==> src/rtl/pwm_pkg.sv <==
package pwm_pkg;

    typedef enum logic [1:0] {
        WM_HI   = 2'd0,
        WM_LO   = 2'd1,
        WM_WORD = 2'd2,
        WM_NONE = 2'd3
    } wr_mode_e;

    typedef enum logic [1:0] {
        LVL_CMP  = 2'd0,
        LVL_LOW  = 2'd1,
        LVL_HIGH = 2'd2
    } level_e;

    localparam int BUF_PER  = 0;
    localparam int BUF_DUTY = 1;
    localparam int NUM_BUF  = 2;

endpackage

==> src/rtl/pwm_byte_buf.sv <==
module pwm_byte_buf
    import pwm_pkg::*;
#(
    parameter int W = 16
) (
    input  logic         clk,
    input  logic         rst,
    input  logic         wr_hit,
    input  wr_mode_e     mode,
    input  logic [W-1:0] data,
    output logic [W-1:0] value,
    output logic         pend
);
    localparam int LO_W = W / 2;
    localparam int HI_W = W - LO_W;

    always_ff @(posedge clk) begin
        if (rst) begin
            value <= '1;
            pend  <= 1'b0;
        end else if (wr_hit) begin
            case (mode)
                WM_HI: begin
                    value[W-1:LO_W] <= data[HI_W-1:0];
                    pend            <= 1'b1;
                end
                WM_LO: begin
                    value[LO_W-1:0] <= data[LO_W-1:0];
                    pend            <= 1'b0;
                end
                WM_WORD: begin
                    value <= data;
                    pend  <= 1'b0;
                end
                default: ;
            endcase
        end
    end
endmodule

==> src/rtl/pwm_core_cnt.sv <==
module pwm_core_cnt #(
    parameter int W = 16
) (
    input  logic         clk,
    input  logic         rst,
    input  logic         enable,
    input  logic         tick,
    input  logic [W-1:0] buf_per,
    input  logic [W-1:0] buf_duty,
    input  logic         per_ok,
    input  logic         duty_ok,
    output logic [W-1:0] cnt,
    output logic [W-1:0] work_per,
    output logic [W-1:0] work_duty,
    output logic         run
);
    localparam logic [W-1:0] ONE = W'(1);

    logic         start;
    logic         step;
    logic         wrap;
    logic         load;
    logic [W-1:0] next_per;

    assign start    = enable && !run;
    assign step     = run && enable && tick;
    assign wrap     = step && (cnt <= ONE);
    assign load     = start || wrap;
    assign next_per = per_ok ? buf_per : work_per;

    always_ff @(posedge clk) begin
        if (rst) begin
            run       <= 1'b0;
            cnt       <= '0;
            work_per  <= '1;
            work_duty <= '1;
        end else begin
            run <= enable;
            if (load) begin
                work_per <= next_per;
                cnt      <= next_per;
                if (duty_ok) begin
                    work_duty <= buf_duty;
                end
            end else if (step) begin
                cnt <= cnt - ONE;
            end
        end
    end
endmodule

==> src/rtl/pwm_out_stage.sv <==
module pwm_out_stage
    import pwm_pkg::*;
#(
    parameter int W = 16
) (
    input  logic         run,
    input  logic [W-1:0] cnt,
    input  logic [W-1:0] work_per,
    input  logic [W-1:0] work_duty,
    input  logic         pol_inv,
    output logic         pwm_out
);
    level_e lvl;
    logic   raw;

    always_comb begin
        if (work_duty == '0) begin
            lvl = LVL_LOW;
        end else if (work_duty > work_per) begin
            lvl = LVL_LOW;
        end else if (work_duty == work_per) begin
            lvl = LVL_HIGH;
        end else begin
            lvl = LVL_CMP;
        end

        case (lvl)
            LVL_LOW:  raw = 1'b0;
            LVL_HIGH: raw = 1'b1;
            default:  raw = (cnt <= work_duty);
        endcase

        pwm_out = run ? (raw ^ pol_inv) : pol_inv;
    end
endmodule

==> src/rtl/pwm16_buf.sv <==
module pwm16_buf
    import pwm_pkg::*;
#(
    parameter int CNT_W = 16
) (
    input  logic             clk,
    input  logic             rst,
    input  logic             enable,
    input  logic             tick,
    input  logic             wr_en,
    input  logic             wr_target,
    input  logic [1:0]       wr_mode,
    input  logic [CNT_W-1:0] wr_data,
    input  logic             pol_inv,
    output logic             pwm_out,
    output logic [CNT_W-1:0] cnt_out
);
    logic [CNT_W-1:0] buf_val  [NUM_BUF];
    logic             buf_pend [NUM_BUF];
    logic [CNT_W-1:0] work_per;
    logic [CNT_W-1:0] work_duty;
    logic             run;
    wr_mode_e         mode;

    assign mode = wr_mode_e'(wr_mode);

    for (genvar g = 0; g < NUM_BUF; g++) begin : g_buf
        pwm_byte_buf #(.W(CNT_W)) u_buf (
            .clk    (clk),
            .rst    (rst),
            .wr_hit (wr_en && (int'(wr_target) == g)),
            .mode   (mode),
            .data   (wr_data),
            .value  (buf_val[g]),
            .pend   (buf_pend[g])
        );
    end

    pwm_core_cnt #(.W(CNT_W)) u_core (
        .clk       (clk),
        .rst       (rst),
        .enable    (enable),
        .tick      (tick),
        .buf_per   (buf_val[BUF_PER]),
        .buf_duty  (buf_val[BUF_DUTY]),
        .per_ok    (!buf_pend[BUF_PER]),
        .duty_ok   (!buf_pend[BUF_DUTY]),
        .cnt       (cnt_out),
        .work_per  (work_per),
        .work_duty (work_duty),
        .run       (run)
    );

    pwm_out_stage #(.W(CNT_W)) u_out (
        .run       (run),
        .cnt       (cnt_out),
        .work_per  (work_per),
        .work_duty (work_duty),
        .pol_inv   (pol_inv),
        .pwm_out   (pwm_out)
    );
endmodule

==> config.mk <==
export PLATFORM = sky130hd
export DESIGN_NAME = pwm16_buf
export DESIGN_NICKNAME = d
export VERILOG_FILES = /design/src/rtl/pwm_pkg.sv /design/src/rtl/pwm_byte_buf.sv /design/src/rtl/pwm_core_cnt.sv /design/src/rtl/pwm_out_stage.sv /design/src/rtl/pwm16_buf.sv
export SDC_FILE = /design/constraint.sdc
export NUM_CORES = 1
export LEC_CHECK = 0
export ABC_AREA = 1
export BUFFER_PORTS_ARGS = -buffer_cell sky130_fd_sc_hd__buf_2
export CELL_PAD_IN_SITES_DETAIL_PLACEMENT = 0
export CELL_PAD_IN_SITES_GLOBAL_PLACEMENT = 1
export CORE_MARGIN = 3
export CORE_UTILIZATION = 44
export CTS_BUF_LIST = sky130_fd_sc_hd__clkbuf_16
export CTS_CLUSTER_DIAMETER = 80
export CTS_CLUSTER_SIZE = 20
export DETAILED_ROUTE_END_ITERATION = 7
export GPL_TIMING_DRIVEN = 0
export HOLD_SLACK_MARGIN = 0.06
export PLACE_DENSITY = 0.84
export SYNTH_ARGS = -nofsm -noshare
export SYNTH_HDL_FRONTEND = slang
export SYNTH_SLANG_ARGS = --single-unit
==> constraint.sdc <==
create_clock -name clk -period 2.35 [get_ports clk]
set_input_delay 0.235 -clock clk [delete_from_list [all_inputs] [get_ports clk]]
set_output_delay 0.235 -clock clk [all_outputs]
set_load 0.01 [all_outputs]
==> PnR_summary.wiki <==
{| class="wikitable"
! Metric !! Value
|-
| Run status || finished, violations left
|-
| Violations in the final reports || negative setup slack
|-
| Peak clock frequency supported by timing || 391 MHz
|-
| Endpoint with the worst hold slack || u_core.run
|-
| Final Hold Slack || 0.125 ns
|-
| Number of setup buffers added after CTS || 0
|-
| Number of buffers added to fix hold violations after cts || 0
|-
| Max-Slew Margin vs Limit || 0.513
|-
| Final hold violation count || 0
|-
| CTS sink count || 83
|-
| Initial antenna violation count || 0
|-
| Pin count of the biggest net entering global routing || 16
|-
| Worst r2r path cells || 10
|-
| Max-cap violations || 0
|-
| Post-route total power || 3.96 mW
|-
| Post-synthesis sequential area ratio || 0.343
|-
| Core footprint || 10500 um^2
|-
| Non-filler instance count after layout || 874
|-
| Number of nets in the finished design || 796
|-
| Netlist cell types || 35
|-
| Kind of start point of the critical path || register
|-
| Clock period minus worst slack || 2.56 ns
|-
| Post-synthesis to final-layout area growth || 16.0%
|-
| Finish-stage setup viols || 1
|-
| Routability-driven placement congestion ratio || 0.870
|-
| Worst setup path category || register to output pin
|-
| Overall routing resource usage || 0.207
|-
| Post-synth ARST share || 0
|-
| Worst vdd ir || 0.298 mV
|-
| DRT Wirelength || 12300 um
|-
| Num ports || 42
|-
| Clock tree from TritonCTS || done
|-
| Required time at the endpoint of the critical path || 2.12 ns
|-
| Transition time at the pin with the least slew margin || 0.731 ns
|-
| Max FO, Critical Path || 3
|-
| Kind of capture point of the worst setup path || output pin
|-
| Most frequently used flop master after synthesis || dfxtp_1
|-
| Number of rows created at floorplan || 37
|-
| Wirelength per Cell || 14.0 um
|-
| Total die area || 12300 um^2
|-
| Tcrit/Tclk final || 1.09
|-
| Worst reg2reg path startpoint || u_core.cnt[0]
|-
| Post-synthesis instance area || 4840 um^2
|-
| Clock latency on the worst-skew pair || 0.34 ns
|-
| Number of H-tree levels || 3
|-
| Worst hold path startpoint || rst
|-
| Hold WC Path Type || input pin to register
|-
| Worst setup skew after layout || 0.00733 ns
|-
| Antenna cells || 0
|-
| Setup slack of the most critical reg-to-reg path || 0.48 ns
|-
| Share of layout cells above drive strength 1 || 0.176
|-
| Initial core utilization || 0.460
|-
| Critical Path AT || 2.32 ns
|-
| Static leakage || 3.10 nW
|-
| Bufs on Longest Clock Path || 2
|-
| Cell with the most instances on the worst path || nand2_1
|-
| Number of antenna-violating nets in the routed design || 0
|-
| Total global routing overflow || 0
|-
| # DRC || 0
|-
| Worst reg2reg endpoint || u_core.work_duty[1]
|-
| Fin. max-slew vios || 0
|-
| Input/output buffers || 41
|-
| Clock slew seen by the registers of the worst setup and hold paths || 0.07 ns
|-
| Die Width || 111 um
|-
| EDFF count, synth || 0
|-
| Post-synthesis net count || 744
|-
| Slack of the critical path || -0.208 ns
|-
| Via density per instance || 4.96
|-
| Final instance area || 5610 um^2
|-
| Pwr/cell area || 706 nW/um^2
|-
| Die extent in y || 111 um
|-
| Placed cell count || 858
|-
| Vias in the first global route || 4275
|-
| Crit-path max cell delay || 0.32 ns
|-
| Clock buffers created by TritonCTS || 9
|-
| Critical path cell sequence || inv_2 > ha_4 > a21oi_2 > nor2_1 > a211oi_2 > nand2_1 > nor2_1 > nand2_1 > nand2_2 > ha_4 > o21a_1 > nand2_1 > nand2_1 > nand2_1 > buf_2
|-
| Initial DRC Count || 256
|-
| Yosys warning count || 0
|-
| Mean area per synthesized cell || 7.10 um^2
|-
| Half-perimeter wire length of the detailed placement result || 9800 um
|-
| First-pass GRT wire length || 20800 um
|-
| Hold Path Stages || 2
|-
| Cell at the root of the clock tree || clkbuf_16
|-
| 1st-pass router iterations || 4
|-
| Count of state elements after synthesis || 83
|-
| Routed vias || 4332
|-
| Critical Path Slowest Stage Cell || dfxtp_2
|-
| Unrepaired setup endpoints after global routing || true
|-
| Area after DPL || 5210 um^2
|-
| Number of standard cells after synthesis || 681
|}
power by group:
group | internal [mW] | leakage (nW) | switching, mW | total (mW)
Combinational | 0.354 | 2.28 | 0.542 | 0.896
Clock | 0.829 | 0.140 | 0.600 | 1.43
Sequential | 1.52 | 0.684 | 0.117 | 1.64
per-layer routing:
metal	GRT usage	wire, um	vias to the layer above
met5	0	0	-
met4	0.0665	207	0
met3	0.0344	471	13
met2	0.343	5550	88
met1	0.273	6020	1927
li1	-	-	2304
worst max-delay path: cells and delay by family (launching register included):
family / cells / cell delay [ns]
adder cells (fa/ha/maj): 2 / 0.44
buffers and inverters: 2 / 0.17
flip-flops: 1 / 0.32
AO/OA/AOI/OAI: 3 / 0.51
AND/OR/NAND/NOR: 8 / 0.54
synthesized netlist by cell type, types with 4 or more instances:
master	n	area [um^2]
nand2_1	187	702
inv_1	101	379
dfxtp_1	83	1660
o21ai_0	46	230
nand3_1	44	220
ha_1	38	475
nor2_1	35	131
o211ai_1	32	240
nand2_2	21	131
a21oi_1	16	80.1
clkbuf_1	15	56.3
nand3_2	10	100
nand4_1	9	56.3
xor2_1	6	52.6
xnor2_1	4	35.0
registers in the layout, summed over array words and instances (netlist names):
signal	flops
u_core.work_per	16
g_buf.u_buf.pend	2
g_buf.u_buf.value	32
u_core.run	1
u_core.work_duty	16
u_core.cnt	16
cells by family after synthesis:
kind of cell,share of synthesized area
AND/OR/NAND/NOR,0.298
AO/OA/AOI/OAI,0.129
buffers and inverters,0.114
adder cells (fa/ha/maj),0.0983
XOR/XNOR,0.0181
flip-flops,0.343
placed cells by master, fill, tap and decap left out, drive strengths merged:
| cell type | instances |
|---|---|
| o21bai | 2 |
| o211ai | 32 |
| clkinvlp | 2 |
| nor4 | 2 |
| buf | 49 |
| nor2 | 39 |
| nand2 | 210 |
| xor2 | 6 |
| nand4 | 9 |
| o211a | 1 |
| o21ai | 46 |
| inv | 107 |
| clkbuf | 24 |
| xnor2 | 4 |
| a21oi | 18 |
| o21a | 2 |
| ha | 38 |
| clkinv | 4 |
| nand3 | 54 |
| a211oi | 1 |
| bufinv | 1 |
| nand3b | 1 |
| dfxtp | 83 |
| nor3 | 2 |
| a21o | 1 |
metrics by stage:
| stage | utilization | setup slack (ns) | TNS [ns] |
|---|---|---|---|
| after floorplan | - | 0.312 | 0 |
| after global placement | 0.496 | -0.00777 | -0.00777 |
| after detailed placement | 0.496 | -0.0426 | -0.0426 |
| after CTS | 0.531 | -0.258 | -0.258 |
| after global routing | 0.534 | -0.330 | -0.330 |
| final | 0.534 | -0.208 | -0.208 |
cell type report:
| class | instances | area [um^2] |
|---|---|---|
| multi-input combinational | 468 | 2720 |
| clock buffer | 9 | 225 |
| tap | 136 | 170 |
| inverter | 107 | 409 |
| clock inverter | 7 | 75.1 |
| fill | 1080 | 4900 |
| buffer | 23 | 140 |
| timing repair buffer | 41 | 205 |
| sequential | 83 | 1670 |
worst max path at each step:
| stage | start | to | slack, ns |
|---|---|---|---|
| 6_report | u_core.work_per[13] | pwm_out | -0.21 |
| 4_1_cts | u_core.work_per[15] | pwm_out | -0.26 |
| 3_5_place_dp | u_core.work_duty[13] | pwm_out | -0.04 |
| 2_1_floorplan | u_core.work_per[1] | pwm_out | 0.31 |
| 3_3_place_gp | u_core.work_duty[13] | pwm_out | -0.008 |
| 5_1_grt | u_core.work_per[13] | pwm_out | -0.33 |
timing repair:
| action | 4_1_cts | 5_1_grt |
|---|---|---|
| pin swaps | 7 | 9 |
| setup endpoints to repair | 1 | 1 |
| gates resized for setup | 14 | 9 |
(Power assumes the default switching activity.)
